File: src/rtl/psr_pkg.sv
package psr_pkg;
  localparam int unsigned PSR_W  = 8;
  localparam int unsigned IDX_W  = $clog2(PSR_W);
  localparam int unsigned ARITH_W = 5;

  // Positions inside the 5-bit arithmetic update vector
  localparam int unsigned AF_H = 4;
  localparam int unsigned AF_V = 3;
  localparam int unsigned AF_N = 2;
  localparam int unsigned AF_Z = 1;
  localparam int unsigned AF_C = 0;

  // Field order is the register bit order, MSB first
  typedef struct packed {
    logic ie;
    logic t;
    logic h;
    logic s;
    logic v;
    logic n;
    logic z;
    logic c;
  } psr_t;
endpackage

File: src/rtl/psr_ie_ctrl.sv
module psr_ie_ctrl (
  input  logic ie_q,
  input  logic accept,
  input  logic sw_we,
  input  logic sw_ie,
  input  logic ret,
  input  logic set,
  input  logic clr,
  input  logic pending,
  output logic ie_en,
  output logic ie_d,
  output logic irq_req
);
  always_comb begin
    ie_en = accept | sw_we | ret | set | clr;
    ie_d  = ie_q;
    if (accept)          ie_d = 1'b0;
    else if (sw_we)      ie_d = sw_ie;
    else if (ret || set) ie_d = 1'b1;
    else if (clr)        ie_d = 1'b0;
  end

  assign irq_req = ie_q & pending;
endmodule

File: src/rtl/psr_bitxfer.sv
module psr_bitxfer #(
  parameter int unsigned W    = 8,
  parameter int unsigned IDXW = $clog2(W)
) (
  input  logic            t_q,
  input  logic [W-1:0]    operand,
  input  logic [IDXW-1:0] idx,
  input  logic            bst_en,
  input  logic            sw_we,
  input  logic            sw_t,
  output logic            t_en,
  output logic            t_d,
  output logic [W-1:0]    bld_result
);
  logic [W-1:0] hit;

  for (genvar g = 0; g < W; g++) begin : g_bit
    assign hit[g]        = (idx == IDXW'(g));
    assign bld_result[g] = hit[g] ? t_q : operand[g];
  end

  always_comb begin
    t_en = sw_we | bst_en;
    t_d  = t_q;
    if (sw_we)       t_d = sw_t;
    else if (bst_en) t_d = |(operand & hit);
  end
endmodule

File: src/rtl/psr_arith_flags.sv
module psr_arith_flags #(
  parameter int unsigned AW  = 5,
  parameter int unsigned POS_V = 3,
  parameter int unsigned POS_N = 2
) (
  input  logic [AW-1:0] flags_q,
  input  logic [AW-1:0] upd_mask,
  input  logic [AW-1:0] upd_val,
  input  logic          sw_we,
  input  logic [AW-1:0] sw_val,
  output logic [AW-1:0] flags_en,
  output logic [AW-1:0] flags_d,
  output logic          sign_en,
  output logic          sign_d
);
  logic [AW-1:0] flags_nx;

  for (genvar g = 0; g < AW; g++) begin : g_flag
    assign flags_en[g] = sw_we | upd_mask[g];
    assign flags_d[g]  = sw_we ? sw_val[g] : upd_val[g];
    assign flags_nx[g] = flags_en[g] ? flags_d[g] : flags_q[g];
  end

  assign sign_en = flags_en[POS_V] | flags_en[POS_N];
  assign sign_d  = flags_nx[POS_V] ^ flags_nx[POS_N];
endmodule

File: src/rtl/psr_status_reg.sv
module psr_status_reg
  import psr_pkg::*;
(
  input  logic                 clk,
  input  logic                 rst_n,
  input  logic [ARITH_W-1:0]   upd_mask,
  input  logic [ARITH_W-1:0]   upd_flags,
  input  logic                 irq_accept,
  input  logic                 irq_return,
  input  logic                 ie_set,
  input  logic                 ie_clr,
  input  logic                 bst_en,
  input  logic [PSR_W-1:0]     xfer_operand,
  input  logic [IDX_W-1:0]     xfer_idx,
  output logic [PSR_W-1:0]     bld_result,
  input  logic                 sw_we,
  input  logic [PSR_W-1:0]     sw_wdata,
  output logic [PSR_W-1:0]     rd_data,
  input  logic                 irq_pending,
  output logic                 irq_req
);
  psr_t psr_q;
  psr_t sw_word;

  logic               ie_en, ie_d;
  logic               t_en, t_d;
  logic [ARITH_W-1:0] af_q, af_en, af_d, sw_af;
  logic               s_en, s_d;

  assign sw_word = psr_t'(sw_wdata);
  assign af_q  = {psr_q.h, psr_q.v, psr_q.n, psr_q.z, psr_q.c};
  assign sw_af = {sw_word.h, sw_word.v, sw_word.n, sw_word.z, sw_word.c};

  psr_ie_ctrl u_ie (
    .ie_q    (psr_q.ie),
    .accept  (irq_accept),
    .sw_we   (sw_we),
    .sw_ie   (sw_word.ie),
    .ret     (irq_return),
    .set     (ie_set),
    .clr     (ie_clr),
    .pending (irq_pending),
    .ie_en   (ie_en),
    .ie_d    (ie_d),
    .irq_req (irq_req)
  );

  psr_bitxfer #(.W(PSR_W), .IDXW(IDX_W)) u_xfer (
    .t_q        (psr_q.t),
    .operand    (xfer_operand),
    .idx        (xfer_idx),
    .bst_en     (bst_en),
    .sw_we      (sw_we),
    .sw_t       (sw_word.t),
    .t_en       (t_en),
    .t_d        (t_d),
    .bld_result (bld_result)
  );

  psr_arith_flags #(.AW(ARITH_W), .POS_V(AF_V), .POS_N(AF_N)) u_af (
    .flags_q  (af_q),
    .upd_mask (upd_mask),
    .upd_val  (upd_flags),
    .sw_we    (sw_we),
    .sw_val   (sw_af),
    .flags_en (af_en),
    .flags_d  (af_d),
    .sign_en  (s_en),
    .sign_d   (s_d)
  );

  // Register process with explicit per-bit clock enables
  always_ff @(posedge clk or negedge rst_n) begin
    if (!rst_n) begin
      psr_q <= '0;
    end else begin
      if (ie_en)       psr_q.ie <= ie_d;
      if (t_en)        psr_q.t  <= t_d;
      if (af_en[AF_H]) psr_q.h  <= af_d[AF_H];
      if (s_en)        psr_q.s  <= s_d;
      if (af_en[AF_V]) psr_q.v  <= af_d[AF_V];
      if (af_en[AF_N]) psr_q.n  <= af_d[AF_N];
      if (af_en[AF_Z]) psr_q.z  <= af_d[AF_Z];
      if (af_en[AF_C]) psr_q.c  <= af_d[AF_C];
    end
  end

  assign rd_data = psr_q;

  // sign bit consistent with negative and overflow
  p_sign_xor_r4: assert property (@(posedge clk) disable iff (!rst_n)
    rd_data[4] == (rd_data[3] ^ rd_data[2]));

  // acceptance clears the enable and drops the request
  p_accept_clears_r6: assert property (@(posedge clk) disable iff (!rst_n)
    irq_accept |=> (!rd_data[7] && !irq_req));

  // return with no higher-priority event sets the enable
  p_return_sets_r7: assert property (@(posedge clk) disable iff (!rst_n)
    (irq_return && !irq_accept && !sw_we) |=> rd_data[7]);

  // unmasked carry holds its value
  p_carry_hold_r3: assert property (@(posedge clk) disable iff (!rst_n)
    (!sw_we && !upd_mask[AF_C]) |=> $stable(rd_data[0]));

  // bit store captures the indexed operand bit
  p_bit_store_r9: assert property (@(posedge clk) disable iff (!rst_n)
    (bst_en && !sw_we) |=> rd_data[6] == $past(xfer_operand[xfer_idx]));

  // software write wins over the enable commands
  p_sw_over_cmd_r8: assert property (@(posedge clk) disable iff (!rst_n)
    (sw_we && !irq_accept) |=> rd_data[7] == $past(sw_wdata[7]));
endmodule

File: config.mk
export PLATFORM = sky130hd
export DESIGN_NAME = psr_status_reg
export DESIGN_NICKNAME = d
export VERILOG_FILES = /design/src/rtl/psr_pkg.sv /design/src/rtl/psr_ie_ctrl.sv /design/src/rtl/psr_bitxfer.sv /design/src/rtl/psr_arith_flags.sv /design/src/rtl/psr_status_reg.sv
export SDC_FILE = /design/constraint.sdc
export NUM_CORES = 1
export LEC_CHECK = 0
export BUFFER_PORTS_ARGS = -buffer_cell sky130_fd_sc_hd__buf_2
export CAP_MARGIN = 20
export CELL_PAD_IN_SITES_DETAIL_PLACEMENT = 1
export CELL_PAD_IN_SITES_GLOBAL_PLACEMENT = 1
export CORE_MARGIN = 1.5
export CORE_UTILIZATION = 26
export CTS_BUF_LIST = sky130_fd_sc_hd__clkbuf_4 sky130_fd_sc_hd__clkbuf_8
export DETAILED_ROUTE_END_ITERATION = 8
export GPL_ROUTABILITY_DRIVEN = 0
export PLACE_DENSITY = 0.82
export SLEW_MARGIN = 0
export SYNTH_ARGS = -nofsm -noshare
export SYNTH_HDL_FRONTEND = slang
export SYNTH_SLANG_ARGS = --single-unit
export TNS_END_PERCENT = 30
File: constraint.sdc
create_clock -name clk -period 1.45 [get_ports clk]
set_input_delay 0.0725 -clock clk [delete_from_list [all_inputs] [get_ports clk]]
set_output_delay 0.0725 -clock clk [all_outputs]
set_load 0.02 [all_outputs]
==> results of run 1 <==
path summary, 6_finish.rpt:
kind	start	end	slack (ns)
setup / recovery	rd_data[6]$_DFFE_PN0P_	bld_result[6]	0.18
hold / removal	sw_wdata[0]	rd_data[0]$_DFFE_PN0P_	0.03
setup reg to reg	rd_data[3]$_DFF_PN0_	rd_data[4]$_DFFE_PN0P_	0.26
hold reg to reg	rd_data[0]$_DFFE_PN0P_	rd_data[0]$_DFFE_PN0P_	0.57
max in group asynchronous	rst_n	rd_data[6]$_DFFE_PN0P_	1.07
min in group asynchronous	rst_n	rd_data[1]$_DFFE_PN0P_	0.19
power by group through the flow:
stage | logic [mW] | registers [mW] | clock network (mW)
2_1_floorplan | 0.140 | 0.286 | 0
3_3_place_gp | 0.260 | 0.266 | 0
3_5_place_dp | 0.270 | 0.267 | 0
4_1_cts | 0.274 | 0.265 | 0.185
5_1_grt | 0.297 | 0.268 | 0.192
6_report | 0.270 | 0.264 | 0.175
stage by stage:
| step | worst slack [ns] | power, mW | utilization | area [sq um] | instances |
|---|---|---|---|---|---|
| after floorplan | 0.214 | 0.426 | - | 653 | 69 |
| after global placement | 0.290 | 0.526 | 0.399 | 916 | 146 |
| after detailed placement | 0.243 | 0.538 | 0.399 | 916 | 146 |
| after CTS | 0.166 | 0.724 | 0.417 | 958 | 151 |
| after global routing | 0.115 | 0.756 | 0.417 | 958 | 151 |
| final | 0.182 | 0.709 | 0.417 | 958 | 151 |
placed cells by master (no fill, tap or decap), drive strengths merged:
cell          n
a2111oi       1
a21oi         2
and2          1
buf          53
clkbuf        3
dfrtp         8
dlygate4sd3   2
inv           1
mux2         13
mux2i         6
nand2         7
nand2b        2
nand3         1
nand3b        2
nor2          9
nor2b         1
nor3          3
nor4b         1
o21ai         3
o22ai         1
o31ai         1
xor2          2
kinds of logic after synthesis:
group	after synthesis
AO/OA/AOI/OAI	8
AND/OR/NAND/NOR	27
multiplexers	19
buffers and inverters	5
XOR/XNOR	2
flip-flops	8
repair_timing:
| item | CTS | global route |
|---|---|---|
| hold buffers | 2 | 0 |
| hold endpoints to repair | 9 | 0 |
| gates resized for setup | 0 | 0 |
worst max-delay path: cells and delay by family (launching register included):
kind / cells / cell delay [ns]
flops: 1 / 0.48
mux: 1 / 0.31
buf+inv: 1 / 0.16
final cells by class:
class                           count  area, sq um  area share
Clock buffer                        3         22.5      0.0235
Inverter                            1         3.75     0.00392
Multi-Input combinational cell     56          412       0.430
Sequential cell                     8          200       0.209
Tap cell                           28         35.0      0.0366
Timing Repair Buffer               55          285       0.298
per-layer routing:
layer	vias up	track usage	share of wire
li1	350	-	-
met1	338	0.147	0.37
met5	-	0	0
met3	4	0.0452	0.10
met4	0	0.0513	0.010
met2	40	0.313	0.52
==> key figures, run 1 <==
Placed design
  – Port-buffer cells: 53
  – DP Wirelength: 1610 um

Synthesis
  – Post-synth top area cell: dfrtp_1
  – Synthesized area: 653 sq um
  – Multiplexer area fraction after synthesis: 0.316
  – Leading post-synthesis cells by instance count: mux2_2 (12), nor2_1 (9), dfrtp_1 (8)
  – Top_reg_cell synth: dfrtp_1
  – Syn_area_per_cell: 9.47 sq um
  – Compound-Gate Fraction of Synth Area: 0.0805
  – Count of flip-flops with a built-in enable after synthesis: 0
  – Yosys warnings: 0
  – Gate Count Post-Synth: 69
  – Largest family of logic cells by synthesized area: multiplexers
  – Most frequent cell after synthesis: mux2_2
  – Synth Area in Adders: 0
  – Synth Area in XOR/XNOR: 0.0268
  – Share of the synthesized area in the top cell type: 0.307
  – Post-synth net total: 107
  – Post-synth ARST share: 1.00
  – Post-synthesis simple-gate area fraction: 0.207
  – Synth Register Bits: 8
  – Sequential share of the synthesized area: 0.307
  – Cell variety after synth: 22
  – Synth area leaders: dfrtp_1 (31%), mux2_2 (21%), mux2i_1 (9.2%)

Floorplanning
  – Die ar.: 0.00282 sq mm
  – Row count: 17
  – Effective utilization at floorplan: 0.284
  – Die Y: between 50 and 60 um
  – Placeable Area: 0.00230 sq mm
  – # IOs: 55
  – Die width: ~53 um

STA
  – Minimum clock period: about 1.3 ns
  – Worst Tran Pin Value: 0.392 ns
  – # setup viols final: 0
  – Unrepaired setup endpoints after global routing: no
  – Clock skew: around 0.0073 ns
  – Max frequency: approximately 790 MHz
  – Max-slew headroom: 0.732
  – Setup TNS: 0 ns
  – Final hold violation count: 0
  – Final hold slack: between 0.02 and 0.03 ns
  – Fin crit share: 0.875
  – Slew Limit Fails: 0

Worst hold path
  – Hold Crit Class: in -> reg
  – Hold Path Stages: 3

Critical path
  – CP Data Required Time: between 1 and 1.5 ns
  – Critical Path End Type: output pin
  – CP Class: reg -> out
  – Critical path, cell by cell: mux2_2 > buf_2
  – FF-to-FF path depth: 4
  – Critical path's slowest cell: dfrtp_1
  – Crit start category: flip-flop
  – Critical Path Fanout Max: 10
  – Critical path arrival: between 1 and 1.5 ns
  – CP peak stage delay: approximately 0.48 ns

Detailed routing
  – Vias per Instance: 4.85
  – Via count: between 700 and 800
  – Detail Route Antenna Nets: 0
  – DRC violations left: 0
  – Wirelength per Cell: ~13 um
  – Routed Wire Length: between 2000 and 2500 um
  – Drt first pass iters: 2
  – Iter 0 DRT Violations: 3

Power
  – Combinational share of power: 0.381
  – Internal power: around 0.47 mW
  – Sw power: between 0.2 and 0.25 mW
  – Power Density: 740 mW/mm^2
  – Clk pwr share: 0.246
  – Switch share: 0.344
  – Reg power frac: 0.372
  – Pleak: 0.493 nW
  – VDD IR-drop max: 0.000411 V

Cells and area
  – Layout Area Growth over Synthesis: 46.7%
  – Layout fillers: approximately 300
  – Largest register FFs: 8
  – Antenna diodes: 0
  – # nets final: 163
  – Layout cell share with drive strength beyond 1: 0.569

GRT
  – Largest net degree at the start of global routing: 16
  – Initial antenna violation count: 0
  – Total Routing Usage GR: 0.156
  – Global-route wire length before repair: about 3200 um
  – Vias in the first global route: 775
  – Grt total ovfl: 0

Clocking
  – H-tree lvl count: 1
  – CTS root buf: clkbuf_4
  – Clock-pin slew on the worst setup and hold paths: approximately 0.05 ns
  – CTS tree: built
  – Setup repair bufs after CTS: 0
  – CTS max path bufs: 2
  – Worst skew pair latency: approximately 0.26 ns
  – Num Clock Sinks: 8
  – Number of buffers created by CTS: 3

Run
  – Max_cap viols: 0

Outcome
  – Status: completed
(Power assumes the default switching activity.)
==> inputs of run 2 (changes only) <==
--- a/config.mk
+++ b/config.mk
@@ -5,7 +5,7 @@
 export SDC_FILE = /design/constraint.sdc
 export NUM_CORES = 1
 export LEC_CHECK = 0
-export BUFFER_PORTS_ARGS = -buffer_cell sky130_fd_sc_hd__buf_2
+export BUFFER_PORTS_ARGS = -buffer_cell sky130_fd_sc_hd__clkbuf_2
 export CAP_MARGIN = 20
 export CELL_PAD_IN_SITES_DETAIL_PLACEMENT = 1
 export CELL_PAD_IN_SITES_GLOBAL_PLACEMENT = 1
==> run 2 against run 1 <==
  * Critical path depth unchanged
  * Sequential power about the same
  * Worst setup slack worse by 0.0027 ns
  * Register-to-register slack worse by 0.07 ns
  * Total power up 0.36%
  * Worst hold slack worse by 0.0052 ns
  * Clock power about the same
  * Combinational power about the same
  * Via count down 0.68%
  * Critical path type unchanged
  * Critical endpoint is now bld_result[3]
  * Largest cell class unchanged
==> key figures, run 2 (same netlist as run 1, synthesis figures left out) <==
Power
  – Switch share: 0.347 (+0.00358)
  – Combinational share of power: 0.380 (about the same)
  – VDD IR-drop max: 0.000368 V (-10%)
  – Power Density: 742 mW/mm^2 (+0.36%)
  – Pleak: 0.503 nW (+1.9%)
  – Sw power: 0.247 mW (+1.4%)
  – Reg power frac: 0.372 (about the same)
  – Internal power: 0.464 mW (-0.19%)
  – Clk pwr share: 0.248 (+0.002)

STA
  – Setup TNS: 0 ns (unchanged)
  – # setup viols final: 0 (unchanged)
  – Clock skew: 0.000150 ns (-0.00719 ns)
  – Fin crit share: 0.876 (+0.00185)
  – Final hold violation count: 0 (unchanged)
  – Max frequency: 787 MHz (-0.21%)
  – Unrepaired setup endpoints after global routing: no
  – Slew Limit Fails: 0 (unchanged)
  – Max-slew headroom: 0.742 (+0.0100)
  – Minimum clock period: 1.27 ns (+0.00269 ns)
  – Worst Tran Pin Value: 0.377 ns (-0.0146 ns)
  – Final hold slack: 0.0230 ns (-0.00519 ns)

Cells and area
  – Largest register FFs: 8 (unchanged)
  – Leading cell type in the layout, fill and taps excluded: clkbuf_2
  – # nets final: 163 (unchanged)
  – Seq. cell area: 200 sq um (unchanged)
  – Layout Area Growth over Synthesis: 46.7% (unchanged)
  – Multi-input logic area: 412 sq um (unchanged)
  – Layout cell share with drive strength beyond 1: 0.569 (unchanged)
  – Antenna diodes: 0 (unchanged)
  – Layout fillers: 291 (-3.3%)
  – Most frequent cells in the layout: clkbuf_2 (53), mux2_2 (12), nor2_1 (9)

GRT
  – Global-route wire length before repair: 3060 um (-4.3%)
  – Vias in the first global route: 751 (-3.1%)
  – Initial antenna violation count: 0 (unchanged)
  – Largest net degree at the start of global routing: 16 (unchanged)
  – Total Routing Usage GR: 0.149 (-0.00633)
  – Grt total ovfl: 0 (unchanged)

Floorplanning
  – Die width: 53.1 um (unchanged)
  – Placeable Area: 0.00230 sq mm (unchanged)
  – Die Y: 53.1 um (unchanged)
  – # IOs: 55 (unchanged)
  – Effective utilization at floorplan: 0.284 (unchanged)
  – Die ar.: 0.00282 sq mm (unchanged)
  – Row count: 17 (unchanged)

Detailed routing
  – Detail Route Antenna Nets: 0 (unchanged)
  – Routed Wire Length: 1920 um (-4.3%)
  – Via count: 727 (-0.68%)
  – Iter 0 DRT Violations: 5 (+2)
  – DRC violations left: 0 (unchanged)
  – Drt first pass iters: 4 (+2)
  – Vias per Instance: 4.81 (-0.68%)
  – Wirelength per Cell: 12.7 um (-4.3%)

Clocking
  – CTS max path bufs: 2 (unchanged)
  – Number of buffers created by CTS: 3 (unchanged)
  – CTS tree: built
  – Post-CTS sizing: 0 (unchanged)
  – Num Clock Sinks: 8 (unchanged)
  – Worst skew pair latency: 0.26 ns (about the same)
  – H-tree lvl count: 1 (unchanged)
  – Clock-pin slew on the worst setup and hold paths: 0.06 ns (about the same)
  – CTS root buf: clkbuf_4

Critical path
  – CP Class: reg -> out
  – Crit start category: flip-flop
  – Critical Path Fanout Max: 10 (unchanged)
  – Critical path arrival: 1.20 ns (about the same)
  – CP Data Required Time: 1.38 ns (about the same)
  – Critical Path End Type: output pin

Placed design
  – Port-buffer cells: 53 (unchanged)
  – DP Wirelength: 1590 um (-0.98%)

Outcome
  – Status: completed

Worst hold path
  – Hold Crit Class: in -> reg

Run
  – Max_cap viols: 0 (unchanged)
-- run 2: cell count changes in the layout (fill, tap and decap cells not counted), sizes merged --
cell | before | now
buf | 53 | 0
clkbuf | 3 | 56
-- run 2: through the flow --
step,instances,setup slack [ns],power [mW],cell area [sq um],utilization
floorplan,69,0.214,0.426,653,-
detailed placement,146,0.216,0.538,916,0.399
global placement,146,0.289,0.526,916,0.399
global route,151,0.0870,0.763,958,0.417
finish,151,0.179,0.711,958,0.417
CTS,151,0.156,0.727,958,0.417
-- run 2: worst max-delay path, stage by stage, from the launching register on --
cell      delay (ns)
dfrtp_1         0.48
mux2_2          0.30
clkbuf_2        0.16
-- run 2: worst paths after layout --
kind | from | to | slack [ns] | cells after the start
max | rd_data[6]$_DFFE_PN0P_ | bld_result[3] | 0.18 | 2
min | sw_wdata[5] | rd_data[5]$_DFFE_PN0P_ | 0.02 | 3
max reg2reg | rd_data[3]$_DFF_PN0_ | rd_data[4]$_DFFE_PN0P_ | 0.19 | 4
min reg2reg | rd_data[0]$_DFFE_PN0P_ | rd_data[0]$_DFFE_PN0P_ | 0.57 | 2
max in group asynchronous | rst_n | rd_data[2]$_DFF_PN0_ | 1.06 | 2
min in group asynchronous | rst_n | rd_data[1]$_DFFE_PN0P_ | 0.20 | 2
-- run 2: power by group through the flow --
stage | combinational [mW] | sequential (mW) | clock (mW)
after floorplan | 0.140 | 0.286 | 0
after global placement | 0.260 | 0.267 | 0
after detailed placement | 0.269 | 0.269 | 0
after CTS | 0.274 | 0.265 | 0.188
after global routing | 0.297 | 0.268 | 0.198
final | 0.270 | 0.265 | 0.177
-- run 2: final cells by class --
class	instances	area share
multi-input combinational	56	0.430
timing repair buffer	55	0.298
sequential	8	0.209
tap	28	0.0366
clock buffer	3	0.0235
inverter	1	0.00392
-- run 2: repair_timing --
action                                 in CTS  in global routing
endpoints found under the hold margin       9                  0
hold buffers                                2                  0
buffers inserted                            0                  0
-- run 2: per-layer routing --
metal / wire [um] / track usage
met4: 30 / 0.0769
met1: 745 / 0.144
met2: 937 / 0.285
met5: 0 / 0
met3: 203 / 0.0395
==> inputs of run 3 (changes only) <==
--- a/config.mk
+++ b/config.mk
@@ -14,7 +14,8 @@
 export CTS_BUF_LIST = sky130_fd_sc_hd__clkbuf_4 sky130_fd_sc_hd__clkbuf_8
 export DETAILED_ROUTE_END_ITERATION = 8
 export GPL_ROUTABILITY_DRIVEN = 0
-export PLACE_DENSITY = 0.82
+export MAX_ROUTING_LAYER = met4
+export PLACE_DENSITY_LB_ADDON = 0.1
 export SLEW_MARGIN = 0
 export SYNTH_ARGS = -nofsm -noshare
 export SYNTH_HDL_FRONTEND = slang
==> run 3 against run 2 <==
  * Clock power hardly changed
  * Non-clock buffer count unchanged
  * Register-to-register slack improved by 0.08 ns
  * Worst hold slack better by 0.0051 ns
  * Largest cell class unchanged
==> key figures, run 3 (same netlist as run 1, synthesis figures left out) <==
Detailed routing
  – Iter 0 DRT Violations: 5 (unchanged)
  – Drt first pass iters: 3 (-1)
  – Routed Wire Length: 1910 um (-0.63%)
  – Detail Route Antenna Nets: 0 (unchanged)
  – Wirelength per Cell: 12.6 um (-0.63%)
  – Vias per Instance: 4.75 (-1.2%)
  – DRC violations left: 0 (unchanged)
  – Via count: 718 (-1.2%)

STA
  – Max-slew headroom: 0.754 (+0.0121)
  – Fin crit share: 0.881 (+0.00428)
  – # setup viols final: 0 (unchanged)
  – Unrepaired setup endpoints after global routing: no
  – Setup TNS: 0 ns (unchanged)
  – Final worst setup slack: 0.173 ns (-0.00621 ns)
  – Worst Tran Pin Value: 0.359 ns (-0.0176 ns)
  – Minimum clock period: 1.28 ns (+0.00621 ns)
  – Slew Limit Fails: 0 (unchanged)
  – Clock skew: 0.00199 ns (+0.00184 ns)
  – Final hold slack: 0.0281 ns (+0.00509 ns)
  – Final hold violation count: 0 (unchanged)
  – Max frequency: 783 MHz (-0.49%)

GRT
  – Global-route wire length before repair: 2990 um (-2.3%)
  – Initial antenna violation count: 0 (unchanged)
  – Largest net degree at the start of global routing: 16 (unchanged)
  – Vias in the first global route: 671 (-11%)
  – Grt total ovfl: 0 (unchanged)
  – Total Routing Usage GR: 0.155 (+0.00615)

Floorplanning
  – Placeable Area: 0.00230 sq mm (unchanged)
  – Die ar.: 0.00282 sq mm (unchanged)
  – Die width: 53.1 um (unchanged)
  – Row count: 17 (unchanged)
  – Effective utilization at floorplan: 0.284 (unchanged)
  – Die Y: 53.1 um (unchanged)
  – # IOs: 55 (unchanged)

Critical path
  – CP Data Required Time: 1.38 ns (about the same)
  – Critical R2R Launch: rd_data[3]$_DFF_PN0_
  – Crit start category: flip-flop
  – Worst reg2reg setup slack: 0.27 ns (+0.08 ns)
  – Critical Path End Type: output pin
  – CP Class: reg -> out
  – Critical Path Fanout Max: 10 (unchanged)
  – FF-to-FF path depth: 4 (unchanged)
  – R2r endpoint: rd_data[4]$_DFFE_PN0P_
  – Critical path arrival: 1.20 ns (about the same)

Clocking
  – Worst skew pair latency: 0.26 ns (about the same)
  – H-tree lvl count: 1 (unchanged)
  – CTS max path bufs: 2 (unchanged)
  – CTS tree: built
  – Post-CTS sizing: 0 (unchanged)
  – Num Clock Sinks: 8 (unchanged)
  – CTS root buf: clkbuf_4
  – Clock-pin slew on the worst setup and hold paths: 0.06 ns (about the same)
  – Number of buffers created by CTS: 3 (unchanged)

Power
  – Power Density: 740 mW/mm^2 (-0.34%)
  – Pleak: 0.503 nW (unchanged)
  – Total Power: 0.709 mW (-0.34%)
  – VDD IR-drop max: 0.000544 V (+48%)

Cells and area
  – Post-route cell area: 958 sq um (unchanged)
  – Antenna diodes: 0 (unchanged)
  – Layout Area Growth over Synthesis: 46.7% (unchanged)
  – # nets final: 163 (unchanged)
  – Most frequent cells in the layout: clkbuf_2 (53), mux2_2 (12), nor2_1 (9)
  – Post-route core utilization: 0.417 (unchanged)
  – Layout cell share with drive strength beyond 1: 0.569 (unchanged)
  – Non-Filler Instances: 151 (unchanged)
  – Leading cell type in the layout, fill and taps excluded: clkbuf_2
  – Largest register FFs: 8 (unchanged)

Run
  – Max_cap viols: 0 (unchanged)

Worst hold path
  – Worst hold start: sw_wdata[0]
  – Hold Path Stages: 3 (unchanged)
  – Hold Crit Class: in -> reg
  – Hold EP: rd_data[0]$_DFFE_PN0P_

Outcome
  – Status: completed

Placed design
  – Place WS: 0.268 ns (+0.0516 ns)
  – Placed cell count: 146 (unchanged)
  – Port-buffer cells: 53 (unchanged)
  – Placed inst area: 916 sq um (unchanged)
  – DP Wirelength: 1510 um (-5.2%)
## run 3: cell counts in the layout (fill, tap and decap cells not counted)
Identical to the previous run, type by type.
## run 3: per-layer routing
layer  track usage  vias to the layer above  part of all wire
li1              -                      356                 -
met1         0.174                      331              0.41
met2         0.258                       29              0.50
met3        0.0621                        2             0.075
met4        0.0385                        0            0.0058
met5             -                        -                 0
## run 3: worst max-delay path by stage
stage                                start  slack [ns]  depth (start not counted)                endpoint
floorplan             rd_data[3]$_DFF_PN0_        0.21                          4  rd_data[4]$_DFFE_PN0P_
global placement      rd_data[3]$_DFF_PN0_        0.28                          4  rd_data[4]$_DFFE_PN0P_
detailed placement    rd_data[3]$_DFF_PN0_        0.27                          4  rd_data[4]$_DFFE_PN0P_
CTS                 rd_data[6]$_DFFE_PN0P_        0.15                          2           bld_result[1]
global route        rd_data[6]$_DFFE_PN0P_        0.11                          2           bld_result[3]
finish              rd_data[6]$_DFFE_PN0P_        0.17                          2           bld_result[1]
## run 3: power by group
group          internal [mW]  switching, mW  total [mW]
Clock                 0.0951         0.0814       0.177
Sequential             0.246         0.0183       0.264
Combinational          0.123          0.145       0.268
Total                  0.464          0.245       0.709
## run 3: critical path, cell delays in order (launching register included)
cell and delay, ns:
dfrtp_1 0.48, mux2_2 0.31, clkbuf_2 0.16
## run 3: cell type report
type                    count  area, sq um
clock buffers               3         22.5
fillers                   289         1340
inverters                   1         3.75
multi-input cells          56          412
flip-flops and latches      8          200
well taps                  28         35.0
repair buffers             55          285
## run 3: repair_timing
| item | CTS | global route |
|---|---|---|
| setup buffers | 0 | 0 |
| endpoints found under the hold margin | 9 | 0 |
| hold buffers | 2 | 0 |
